**src/rtl/bwm_pkg.sv**
```systemverilog
`timescale 1ns/1ps
package bwm_pkg;

   // Which page register an I/O port address lands on.
   typedef enum logic [1:0] {
      TGT_NONE = 2'd0,
      TGT_RAM  = 2'd1,
      TGT_ROM  = 2'd2
   } latch_tgt_e;

   function automatic int max2(input int a, input int b);
      return (a > b) ? a : b;
   endfunction

endpackage

```
**src/rtl/bwm_io_decode.sv**
```systemverilog
`timescale 1ns/1ps
module bwm_io_decode
   import bwm_pkg::*;
#(
   parameter int IO_AW     = 8,
   parameter int DEC_W     = 5,
   parameter int ALIAS_W   = 2,
   parameter int RAM_PORT  = 24,
   parameter int ROM_PORT  = 28
) (
   input  logic [IO_AW-1:0] io_addr,
   output latch_tgt_e       tgt
);
   localparam logic [DEC_W-1:0] RAM_B = DEC_W'(RAM_PORT);
   localparam logic [DEC_W-1:0] ROM_B = DEC_W'(ROM_PORT);

   generate
      if (DEC_W > IO_AW || DEC_W < 1)
         $error("bwm_io_decode: DEC_W must lie in 1..IO_AW");
      if (ALIAS_W >= DEC_W || ALIAS_W < 0)
         $error("bwm_io_decode: ALIAS_W must be below DEC_W");
      if ((RAM_PORT >> ALIAS_W) == (ROM_PORT >> ALIAS_W))
         $error("bwm_io_decode: port groups overlap");
   endgenerate

   logic [DEC_W-1:0] low;
   logic [IO_AW-1:0] unused_io_addr;
   assign low            = io_addr[DEC_W-1:0];
   assign unused_io_addr = io_addr;

   always_comb begin
      tgt = TGT_NONE;
      if (low[DEC_W-1:ALIAS_W] == RAM_B[DEC_W-1:ALIAS_W])
         tgt = TGT_RAM;
      else if (low[DEC_W-1:ALIAS_W] == ROM_B[DEC_W-1:ALIAS_W])
         tgt = TGT_ROM;
   end
endmodule

```
**src/rtl/bwm_page_latch.sv**
```systemverilog
`timescale 1ns/1ps
module bwm_page_latch #(
   parameter int DW      = 8,
   parameter int KEEP_W  = 4,
   parameter bit HAS_SEL = 1'b0,
   parameter int SEL_BIT = 7
) (
   input  logic              clk,
   input  logic              rst_n,
   input  logic              load,
   input  logic [DW-1:0]     wdata,
   output logic [KEEP_W-1:0] page,
   output logic              sel
);
   generate
      if (KEEP_W < 1 || KEEP_W > DW)
         $error("bwm_page_latch: KEEP_W must lie in 1..DW");
      if (HAS_SEL && (SEL_BIT < KEEP_W || SEL_BIT >= DW))
         $error("bwm_page_latch: SEL_BIT must sit above the page field");
   endgenerate

   logic [DW-1:0] unused_wdata;
   assign unused_wdata = wdata;

   always_ff @(posedge clk or negedge rst_n) begin
      if (!rst_n)
         page <= '0;
      else if (load)
         page <= wdata[KEEP_W-1:0];
   end

   generate
      if (HAS_SEL) begin : g_sel
         always_ff @(posedge clk or negedge rst_n) begin
            if (!rst_n)
               sel <= 1'b0;
            else if (load)
               sel <= wdata[SEL_BIT];
         end
      end else begin : g_nosel
         assign sel = 1'b0;
      end
   endgenerate
endmodule

```
**src/rtl/bwm_translate.sv**
```systemverilog
`timescale 1ns/1ps
module bwm_translate #(
   parameter int CPU_AW = 16,
   parameter int OFS_W  = 15,
   parameter int ROM_W  = 5,
   parameter int RAM_W  = 4,
   parameter int PA_W   = 20
) (
   input  logic [CPU_AW-1:0] cpu_addr,
   input  logic              rd,
   input  logic              wr,
   input  logic [ROM_W-1:0]  rom_page,
   input  logic [RAM_W-1:0]  ram_page,
   input  logic              ram_mode,
   output logic [PA_W-1:0]   phys,
   output logic              rom_cs,
   output logic              ram_cs,
   output logic              we
);
   localparam int BANK_W = PA_W - OFS_W;

   generate
      if (OFS_W >= CPU_AW)
         $error("bwm_translate: window must be smaller than the address space");
      if (BANK_W < ROM_W || BANK_W < RAM_W)
         $error("bwm_translate: PA_W too narrow for the page fields");
   endgenerate

   logic in_window;
   generate
      if (OFS_W == CPU_AW - 1) begin : g_half
         assign in_window = ~cpu_addr[CPU_AW-1];
      end else begin : g_part
         assign in_window = (cpu_addr[CPU_AW-1:OFS_W] == '0);
      end
   endgenerate

   logic [BANK_W-1:0] bank;
   always_comb begin
      if (ram_mode)
         bank = BANK_W'(ram_page);
      else
         bank = BANK_W'(rom_page);
   end

   logic access;
   assign access = in_window & (rd | wr);
   assign phys   = {bank, cpu_addr[OFS_W-1:0]};
   assign rom_cs = access & ~ram_mode;
   assign ram_cs = access &  ram_mode;
   assign we     = access &  ram_mode & wr;
endmodule

```
**src/rtl/bank_window_map.sv**
```systemverilog
`timescale 1ns/1ps
module bank_window_map
   import bwm_pkg::*;
#(
   parameter int             CPU_AW     = 16,
   parameter int             DW         = 8,
   parameter int             IO_AW      = 8,
   parameter int             IO_DEC_W   = 5,
   parameter int             ALIAS_W    = 2,
   parameter int             RAM_PORT   = 24,
   parameter int             ROM_PORT   = 28,
   parameter int             ROM_BANK_W = 5,
   parameter int             RAM_BANK_W = 4,
   parameter int             SEL_BIT    = 7,
   parameter logic [DW-1:0]  READBACK   = 8'hFF,
   localparam int            OFS_W      = CPU_AW - 1,
   localparam int            PA_W       = OFS_W + max2(ROM_BANK_W, RAM_BANK_W)
) (
   input  logic              clk,
   input  logic              rst_n,
   input  logic [CPU_AW-1:0] mem_addr,
   input  logic              mem_rd,
   input  logic              mem_wr,
   input  logic [IO_AW-1:0]  io_addr,
   input  logic              io_wr,
   input  logic              io_rd,
   input  logic [DW-1:0]     io_wdata,
   output logic [DW-1:0]     io_rdata,
   output logic              io_hit,
   output logic [PA_W-1:0]   phys_addr,
   output logic              rom_cs,
   output logic              ram_cs,
   output logic              mem_we
);
   latch_tgt_e            tgt;
   logic [ROM_BANK_W-1:0] rom_page;
   logic [RAM_BANK_W-1:0] ram_page;
   logic                  ram_mode;
   logic                  ram_sel_unused;

   bwm_io_decode #(
      .IO_AW(IO_AW), .DEC_W(IO_DEC_W), .ALIAS_W(ALIAS_W),
      .RAM_PORT(RAM_PORT), .ROM_PORT(ROM_PORT)
   ) u_dec (
      .io_addr(io_addr),
      .tgt    (tgt)
   );

   bwm_page_latch #(
      .DW(DW), .KEEP_W(RAM_BANK_W), .HAS_SEL(1'b0), .SEL_BIT(SEL_BIT)
   ) u_ram_latch (
      .clk  (clk),
      .rst_n(rst_n),
      .load (io_wr && tgt == TGT_RAM),
      .wdata(io_wdata),
      .page (ram_page),
      .sel  (ram_sel_unused)
   );

   bwm_page_latch #(
      .DW(DW), .KEEP_W(ROM_BANK_W), .HAS_SEL(1'b1), .SEL_BIT(SEL_BIT)
   ) u_rom_latch (
      .clk  (clk),
      .rst_n(rst_n),
      .load (io_wr && tgt == TGT_ROM),
      .wdata(io_wdata),
      .page (rom_page),
      .sel  (ram_mode)
   );

   bwm_translate #(
      .CPU_AW(CPU_AW), .OFS_W(OFS_W), .ROM_W(ROM_BANK_W),
      .RAM_W(RAM_BANK_W), .PA_W(PA_W)
   ) u_xlat (
      .cpu_addr(mem_addr),
      .rd      (mem_rd),
      .wr      (mem_wr),
      .rom_page(rom_page),
      .ram_page(ram_page),
      .ram_mode(ram_mode),
      .phys    (phys_addr),
      .rom_cs  (rom_cs),
      .ram_cs  (ram_cs),
      .we      (mem_we)
   );

   assign io_hit   = io_rd && (tgt != TGT_NONE);
   assign io_rdata = io_hit ? READBACK : '0;
endmodule

```
**config.mk**
```make
export PLATFORM = sky130hd
export DESIGN_NAME = bank_window_map
export DESIGN_NICKNAME = d
export VERILOG_FILES = /design/src/rtl/bwm_pkg.sv /design/src/rtl/bwm_io_decode.sv /design/src/rtl/bwm_page_latch.sv /design/src/rtl/bwm_translate.sv /design/src/rtl/bank_window_map.sv
export SDC_FILE = /design/constraint.sdc
export NUM_CORES = 1
export LEC_CHECK = 0
export CAP_MARGIN = 20
export CORE_UTILIZATION = 28
export CTS_CLUSTER_SIZE = 20
export DETAILED_ROUTE_END_ITERATION = 16
export PLACE_DENSITY = 0.78
export SETUP_SLACK_MARGIN = 0.2
export SYNTH_ARGS = -nofsm -noshare
export SYNTH_HDL_FRONTEND = slang
export SYNTH_SLANG_ARGS = --single-unit
```
**constraint.sdc**
```tcl
create_clock -name clk -period 1.2 [get_ports clk]
set_input_delay 0.18 -clock clk [delete_from_list [all_inputs] [get_ports clk]]
set_output_delay 0.18 -clock clk [all_outputs]
set_load 0.005 [all_outputs]
```
Yosys cells after proc, flatten, opt, wreduce, memory -nomap -nowiden

Index checks and enable logic that the tools add are counted.

Equal/unequal tests: 4
Mux-type cells: 4
Bitwise gates (word level): 7
Reductions and logical operators: 4

Operators with widths:

| kind                 | count |
|---|---|
| $mux W8              | 1 |
| $eq A3 B3 Y1 const B | 2 |
| $mux W5              | 1 |
| $and A1 B1 Y1        | 4 |
| $mux W2              | 2 |
| $logic_and A1 B1 Y1  | 3 |
| $eq A2 B1 Y1 const B | 1 |
| $eq A2 B2 Y1 const B | 1 |
| $not A1 Y1           | 2 |
| $reduce_bool A2 Y1   | 1 |
| $or A1 B1 Y1         | 1 |

Register bits: 10
Input bits: 38

Longest topological paths before layout

Gate-level depths: netlist of the first run.

Depth in word-level cells: 6
Depth in mapped cells: 2
Mapped depth without buffers: 2

Cells and area by module

A second synthesis of the first run with hierarchy kept.

Cell total of the unflattened synthesis: 61
Area total of the unflattened synthesis: 728.2 µm²

By module, submodules not included:

| module                       | times used | cells an instance | area each (µm²) |
|---|---|---|---|
| bwm_page_latch (u_rom_latch) | 1          | 13                | 251.5 |
| bwm_translate                | 1          | 25                | 219.0 |
| bwm_page_latch (u_ram_latch) | 1          | 10                | 156.4 |
| bank_window_map              | 1          | 11                | 85.1 |
| bwm_io_decode                | 1          | 2                 | 16.3 |

Worst setup path after synthesis of the first run

No wires, ideal clock.

Kind: register to output
Start point: register u_rom_latch.sel
End point: output phys_addr[15]
Data arrival time: 0.806 ns
Path slack: 0.214 ns
Stages on the path, launching flop included: 3
Path through: dfrtp_1 -> buf_2 -> mux2_2

Longest elaborated chain between the ends: 1

Ends and longest elaborated chain:

| item                     | RTL line              | RTL |
|---|---|---|
| start: declaration       | bwm_page_latch.sv:13  | `output logic sel` |
| start signal: assignment | bwm_page_latch.sv:38  | `sel <= wdata[SEL_BIT];` |
| $mux W5                  | bwm_translate.sv:40   | `if (ram_mode)` |
| end: declaration         | bank_window_map.sv:30 | `output logic [PA_W-1:0] phys_addr,` |

Every way passes these cells.

Worst setup path in the final report of the first run

Start point: register u_rom_latch.sel
End point: output phys_addr[16]

Same word-level chain as after synthesis.

==> summary.txt, run 1 <==
Status - finished with violations
Failing checks - setup timing
Arr. time, crit path - 1310 ps
Final instance area - 992.2 sq um
Core Area - 2255 sq um
Worst-Margin Slew - 443.3 ps
Global route total overflow - 0
ANT nets after route - 0
Clock Path Buffers - 2
Largest family of logic cells by synthesized area - multiplexers
Pwr dens - 1347 nW/um^2
Initial antenna violation count - 0
CP endpoint kind - output port
Diodes inserted - 0
Final Core Density - 44.01%
Register area share after synthesis - 36.63%
Overall Global Routing Usage - 13.18%
Fin crit period - 1489 ps
CTS sink cnt - 10
FP Rows - 17
Worst min path class - input port to async pin
Routed wire length per instance - 14.54 microns
Initial Utilization - 30.30%
Cell leakage power - 0.4952 nW
Syn nets - 94
Synthesized instance count - 56
Area growth syn-to-layout - 45.24%
VDD IR max - 820.6 uV
Place WS - -444.2 ps
CTS buffer count - 3
CP max FO - 6
Final hold violations - 0
Clk_skew - 0 ps
Xor/xnor cell area share of the yosys netlist - 0%
Die Area - 2641 sq um
Mux contribution to synthesized area - 26.37%
Root buffer cell - clkbuf_4
Commonest non-fill, non-tap cells in the layout - mux2_4 (10), clkdlybuf4s50_1 (10), buf_6 (10), buf_2 (9), dfrtp_1 (9)
Max transition margin - 70.35%
Adder-Cell Fraction of Synth Area - 0%
Final setup fails - 9
Yosys reg bits - 10
First-pass GRT wire length - 2428 microns
Slew Viols, Final - 0
Via/cell ratio - 4.417
Die width - 51.40 microns
Tot Pwr - 0.001337 W
Pin count of the biggest net entering global routing - 11
Placed insts - 95
Ratio of cells with drive above 1 in the final layout - 65.00%
Initial drt markers - 6
Final worst slack - -288.7 ps
Max cap viols - 0
Total Wirelength - 1570 microns
Post-DP HPWL - 1012 microns
Maximum clock rate - 0.6717 GHz
CTS HTree Levels - 1
Synth warnings - 0
Clock transition at path regs - 70 ps
Placed cell area - 883.3 sq um
IO Count - 70
Final Wtd Congestion - 0.6737
Vias in the first global route - 517
Setup Crit Path Kind - flip-flop to output port
RSZ-0062 raised after global routing - true
Die Y - 51.40 microns
Layout Cells excl Fill - 108
CP Data Required Time - 1020 ps
DRC Markers - 0
Startpoint Class - flip-flop
Tcrit/Tclk final - 124.1%
Synth cell types - 13
Drt first pass iters - 4
CTS tree - yes
I/O Buffers - 32
Final #Nets - 119
Simple-Gate Fraction of Synth Area - 10.99%
Mapped cell area - 683.2 sq um
Synth Area in Compound Gates - 0%
Skew-Pair Late Insertion Delay - 270 ps
Avg Cell Area, Syn - 12.20 sq um
Vias - 477
## logic make-up (layout without fill, tap and decap cells)
logic type             Yosys count  after routing
and+or+nand+nor                  8              9
buffers and inverters           24             47
muxes                           14             14
DFF                             10             10
## state kept, by name, indices dropped and copies added (netlist names)
register          flops
u_ram_latch.page      4
u_rom_latch.page      5
u_rom_latch.sel       1
## synthesized netlist by cell type
cell type  count  area share, %
nor2b_1        1           0.92
dfrtp_1       10             37
and3_2         1            1.1
and3b_1        1            1.3
nor3b_1        1            1.1
mux2_2         8             13
buf_4         23             25
mux2_4         6             13
nand4b_2       1            2.2
buf_2          1           0.73
nor2_1         1           0.55
nor3_1         1           0.73
nand4_4        1            3.1
## final timing paths
| check | from | endpoint | slack [ps] | depth (start not counted) |
|---|---|---|---|---|
| min in group clk | mem_addr[11] | phys_addr[11] | 360 | 0 |
| worst max-delay path | u_rom_latch.sel$_DFFE_PN0P_ | phys_addr[16] | -290 | 3 |
| worst min register to register | u_ram_latch.page[0]$_DFFE_PN0P_ | u_ram_latch.page[0]$_DFFE_PN0P_ | 510 | 1 |
| worst max register to register | u_rom_latch.sel$_DFFE_PN0P_ | u_rom_latch.sel$_DFFE_PN0P_ | -90 | 5 |
| worst min-delay path | rst_n | u_ram_latch.page[0]$_DFFE_PN0P_ | 220 | 1 |
| max in group asynchronous | rst_n | u_rom_latch.sel$_DFFE_PN0P_ | 660 | 1 |
## per-stage QoR
step,hold slack (ps),TNS (ps)
after detailed placement,360.0,-8491
final,215.0,-1741
after CTS,228.4,-1449
after global placement,360.0,-7896
after floorplan,-115.6,0
after global routing,266.6,-2018
## worst max-delay path: stages, from the launching register on
cell and delay (ps):
dfrtp_2 480, buf_6 140, mux2_4 300, buf_6 120
## timing repair
| item | in CTS | in global routing |
|---|---|---|
| resized for setup | 78 | 12 |
| hold buffers | 0 | 0 |
| pin swaps | 3 | 1 |
| endpoints found under the setup margin | 27 | 18 |
| cloned | 1 | 0 |
| setup buffers | 6 | 2 |
## cell type report
type	count	area, sq um
Multi-Input combinational cell	23	295.3
Timing Repair Buffer	43	374.1
Sequential cell	10	251.5
Tap cell	28	35.03
Clock buffer	4	36.28
Fill cell	222	1262
## routing by layer
layer,share of wire [%],GRT usage (%),up-vias
li1,-,-,219
met1,37,13.16,223
met2,51,22.94,24
met3,9.2,5.357,11
met4,2.7,7.207,0
met5,0,0,-
## power breakdown
group | leakage [nW] | internal (W) | switching (W)
clock | 0.0210 | 0.000185 | 0.000126
combinational | 0.355 | 0.000404 | 0.000152
sequential | 0.119 | 0.000413 | 0.0000572
total | 0.495 | 0.00100 | 0.000335
Power figures use the tool's default switching activity.
==> run 2, diff against run 1 <==
- clock period: 1.2 -> 1.7 ns (I/O delays scaled with it)
==> summary.txt, run 2 (synthesis gave the netlist of run 1 again) <==
Initial Utilization - 30.30%
Slew Viols, Final - 0
Die Area - 2641 sq um
Placed insts - 94
Fin crit period - 1619 ps
CP max FO - 5
Comb power frac - 40.4%
Die Y - 51.40 microns
CP cell instances - buf_4 -> buf_6 -> mux2_4 -> buf_2
Vias in the first global route - 472
Clock Path Buffers - 2
P_sw - 0.0001990 W
Initial drt markers - 1
Switching Fraction - 24.82%
Post-DP HPWL - 1008 microns
Layout Cells excl Fill - 106
CTS tree - yes
RSZ-0062 raised after global routing - true
Sequential share of power - 40.5%
CTS buffer count - 3
Initial antenna violation count - 0
Vias - 462
Cell leakage power - 0.4841 nW
Ratio of cells with drive above 1 in the final layout - 53.85%
Pwr dens - 831.0 nW/um^2
Drt first pass iters - 5
Status - completed
Tcrit/Tclk final - 95.21%
Arr. time, crit path - 1360 ps
Busiest grt layer - met2
Root buffer cell - clkbuf_4
Biggest register - u_rom_latch.page
Routed wire length per instance - 13.76 microns
Commonest non-fill, non-tap cells in the layout - clkdlybuf4s50_1 (13), dfrtp_1 (9), mux2_2 (7), mux2_4 (7)
Worst hold slack - 310.9 ps
Worst min path class - input port to async pin
Pin count of the biggest net entering global routing - 11
Overall Global Routing Usage - 10.94%
Final #Nets - 118
Largest registers - u_rom_latch.page x5, u_ram_latch.page x4, u_rom_latch.sel x1
ANT nets after route - 0
CP endpoint kind - output port
I/O Buffers - 32
Clk_skew - 0 ps
CTS sink cnt - 10
Final hold violations - 0
Area growth syn-to-layout - 41.21%
Final Wtd Congestion - 0.6585
Die width - 51.40 microns
Global route total overflow - 0
Setup Crit Path Kind - flip-flop to output port
Met3 Use GR - 5.060%
Total Wirelength - 1459 microns
Max transition margin - 69.76%
First-pass GRT wire length - 2070 microns
Clock power frac - 19.1%
Startpoint Class - flip-flop
Worst-Margin Slew - 452.2 ps
GRT met1 Usage - 11.52%
Most common cell after layout, fill and taps aside - clkdlybuf4s50_1
Tot Pwr - 0.0008016 W
Reg-to-reg slack, setup - 750 ps
Max reg flops - 5
Crit-path max cell delay - 450 ps
VDD IR max - 399.0 uV
Via/cell ratio - 4.358
CP max-delay cell - dfrtp_2
Clock transition at path regs - 60 ps
M2 GR Usage - 19.26%
# hold bufs at CTS - 0
DRC Markers - 0
Pint - 0.0006026 W
CTS HTree Levels - 1
CP Data Required Time - 1440 ps
FP Rows - 17
Maximum clock rate - 0.6178 GHz
Max cap viols - 0
IO Count - 70
Core Area - 2255 sq um
Final setup fails - 0
Skew-Pair Late Insertion Delay - 260 ps
Diodes inserted - 0
Setup TNS - 0 ps
==> run 2: worst paths after layout <==
| path | cells after the start | start | end |
|---|---|---|---|
| max reg2reg | 2 | u_rom_latch.sel$_DFFE_PN0P_ | u_rom_latch.sel$_DFFE_PN0P_ |
| min in group clk | 1 | u_ram_latch.page[2]$_DFFE_PN0P_ | u_ram_latch.page[2]$_DFFE_PN0P_ |
| max in group asynchronous | 1 | rst_n | u_rom_latch.sel$_DFFE_PN0P_ |
| min | 1 | rst_n | u_rom_latch.page[4]$_DFFE_PN0P_ |
| min reg2reg | 1 | u_ram_latch.page[2]$_DFFE_PN0P_ | u_ram_latch.page[2]$_DFFE_PN0P_ |
| max | 4 | u_rom_latch.sel$_DFFE_PN0P_ | phys_addr[16] |
==> run 2: final cells by class <==
| cell class | count | area [sq um] |
|---|---|---|
| fill | 233 | 1290 |
| multi-input combinational | 22 | 272.8 |
| tap | 28 | 35.03 |
| clock buffer | 3 | 22.52 |
| sequential | 10 | 251.5 |
| timing repair buffer | 43 | 382.9 |
==> run 2: repair_timing <==
| item | in CTS | in global routing |
|---|---|---|
| setup buffers | 7 | 2 |
| endpoints found under the hold margin | 0 | 0 |
| endpoints found under the setup margin | 17 | 13 |
| resized for setup | 37 | 17 |
| pin swaps | 1 | 1 |
==> run 2: worst max-delay path: cells and delay by family, from the launching register on <==
family                 cells  cell delay (ps)
buffers and inverters      3              370
DFF                        1              450
muxes                      1              280
==> run 2: metrics by stage <==
step	utilization [%]	instance area (sq um)	worst slack, ps
2_1_floorplan	-	683.2	639.4
3_3_place_gp	38.85	875.8	-53.20
3_5_place_dp	38.85	875.8	-96.43
4_1_cts	41.95	945.9	-3.470
5_1_grt	42.79	964.7	53.76
6_report	42.79	964.7	81.35
==> run 2: metal layers <==
| layer | routed length (microns) | share of wire [%] | vias to the layer above |
|---|---|---|---|
| met5 | 0 | 0 | - |
| li1 | - | - | 216 |
| met4 | 20 | 1.4 | 0 |
| met3 | 133 | 9.1 | 6 |
| met2 | 799 | 55 | 22 |
| met1 | 506 | 35 | 218 |
==> run 2: power groups by stage <==
stage	sequential [W]	clock [W]	combinational (W)
after floorplan	0.000310	0	0.000178
after global placement	0.000328	0	0.000280
after detailed placement	0.000332	0	0.000285
after CTS	0.000324	0.000161	0.000311
after global routing	0.000332	0.000171	0.000346
final	0.000324	0.000153	0.000324
==> run 3, diff against run 2 <==
- CORE_UTILIZATION: 28 -> 26
- PLACE_DENSITY: 0.78 -> 0.76
- clock period: 1.7 -> 1.3 ns (I/O delays scaled with it)
==> summary.txt, run 3 (synthesis gave the netlist of run 1 again) <==
FP Rows - 18
Setup TNS - -759.6 ps
Slew Viols, Final - 0
Die Area - 2837 sq um
CTS HTree Levels - 1
Commonest non-fill, non-tap cells in the layout - mux2_4 (10), clkdlybuf4s50_1 (10), clkdlybuf4s15_1 (10), buf_6 (10), dfrtp_1 (9)
CP max FO - 6
I/O Buffers - 32
Routed wire length per instance - 13.60 microns
Final hold violations - 0
Reg-to-Reg End - u_rom_latch.sel$_DFFE_PN0P_
Overall Global Routing Usage - 12.12%
Skew-Pair Late Insertion Delay - 260 ps
RSZ-0062 raised after global routing - true
Maximum clock rate - 0.6779 GHz
Max cap viols - 0
CP endpoint kind - output port
Layout Cells excl Fill - 107
Via/cell ratio - 4.290
Clock power frac - 18.3%
Initial drt markers - 1
Initial antenna violation count - 0
Pin count of the biggest net entering global routing - 11
Startpoint Class - flip-flop
Final setup fails - 7
Vias - 459
Vias in the first global route - 505
CTS tree - yes
Placed cell area - 878.3 sq um
Tcrit/Tclk final - 113.5%
Final worst slack - -175.1 ps
Area growth syn-to-layout - 44.69%
Total Wirelength - 1455 microns
DRC Markers - 0
Placed insts - 96
Global route total overflow - 0
P_sw - 0.0002870 W
Clk_skew - 0 ps
Post-DP HPWL - 967.2 microns
IO Count - 70
Die Y - 53.26 microns
Final #Nets - 117
Worst min path class - input port to async pin
Pwr dens - 1148 nW/um^2
Largest registers - u_rom_latch.page x5, u_ram_latch.page x4, u_rom_latch.sel x1
Clock Path Buffers - 2
# hold bufs at CTS - 0
Initial Utilization - 27.58%
Clock transition at path regs - 60 ps
Final instance area - 988.4 sq um
Die width - 53.26 microns
Comb power frac - 43.5%
Reg2Reg Launch Point - u_rom_latch.sel$_DFFE_PN0P_
Setup Crit Path Kind - flip-flop to output port
CTS sink cnt - 10
CTS buffer count - 3
Worst-Margin Slew - 444.3 ps
Root buffer cell - clkbuf_4
Switching Fraction - 25.28%
Status - finished with violations
Drt first pass iters - 3
ANT nets after route - 0
Core Area - 2477 sq um
VDD IR max - 482.1 uV
Pint - 0.0008481 W
Diodes inserted - 0
Max transition margin - 70.29%
Max reg flops - 5
Sequential share of power - 38.2%
Final Wtd Congestion - 0.6408
Cell leakage power - 0.4780 nW
Failing checks - setup timing
Reg2Reg Depth - 4
First-pass GRT wire length - 2359 microns
Fin crit period - 1475 ps
Arr. time, crit path - 1280 ps
Biggest register - u_rom_latch.page
Ratio of cells with drive above 1 in the final layout - 53.25%
Reg-to-reg slack, setup - 120 ps
CP Data Required Time - 1110 ps
==> run 3: cell types whose count changed in the layout (fill, tap and decap cells not counted), sizes merged <==
cell           previous run  this run
buf                      15        18
dlymetal6s2s              1         0
clkdlybuf4s50            13        10
dlygate4sd2               6         3
clkbuf                    6         3
and3                      1         2
clkdlybuf4s15             5        10
==> run 3: how the worst max path moves through the flow <==
| stage | startpoint | endpoint | slack, ps | cells past startpoint |
|---|---|---|---|---|
| final | u_rom_latch.sel$_DFFE_PN0P_ | phys_addr[17] | -180 | 3 |
| after global routing | u_rom_latch.sel$_DFFE_PN0P_ | phys_addr[15] | -230 | 3 |
| after CTS | u_rom_latch.sel$_DFFE_PN0P_ | phys_addr[17] | -180 | 3 |
| after detailed placement | mem_wr | ram_cs | -360 | 4 |
| after global placement | io_addr[3] | io_hit | -320 | 3 |
| after floorplan | u_rom_latch.sel$_DFFE_PN0P_ | phys_addr[15] | 300 | 2 |
==> run 3: stage by stage <==
stage                     setup slack [ps]  util (%)  hold slack (ps)  total power, W
after floorplan                      299.4         -           -100.6       0.0006389
after global placement              -319.2     35.45            390.0       0.0007967
after detailed placement            -363.7     35.45            390.0       0.0008086
after CTS                           -184.7     39.19            252.8        0.001127
after global routing                -228.6     39.90            261.2        0.001209
final                               -175.1     39.90            245.4        0.001135
==> run 3: layout make-up <==
cell class | instances | area, sq um
clock buffer | 3 | 22.52
timing repair buffer | 41 | 386.6
sequential | 10 | 251.5
multi-input combinational | 23 | 290.3
fill | 247 | 1489
tap | 30 | 37.54
==> run 3: power groups by stage <==
stage	Combinational, W	Clock (W)	Sequential, W
after global placement	0.000367	0	0.000429
final	0.000494	0.000208	0.000433
after floorplan	0.000233	0	0.000406
after global routing	0.000531	0.000233	0.000444
after CTS	0.000479	0.000213	0.000434
after detailed placement	0.000372	0	0.000437
==> run 3: what timing repair did <==
| action | 4_1_cts | 5_1_grt |
|---|---|---|
| setup buffers | 7 | 0 |
| gates resized for setup | 69 | 10 |
| pin swaps | 3 | 0 |
| cloned | 1 | 0 |
| setup endpoints to repair | 27 | 18 |
==> run 3: critical path, cell delays in order (launching register included) <==
cell and delay (ps):
dfrtp_2 470, buf_6 140, mux2_4 300, buf_6 120
==> run 3: per-layer routing <==
| layer | vias up | GRT usage (%) | wire length (microns) |
|---|---|---|---|
| li1 | 212 | - | - |
| met1 | 217 | 13.36 | 545 |
| met2 | 22 | 19.79 | 757 |
| met3 | 8 | 3.736 | 117 |
| met4 | 0 | 7.895 | 34 |
| met5 | - | 0 | 0 |
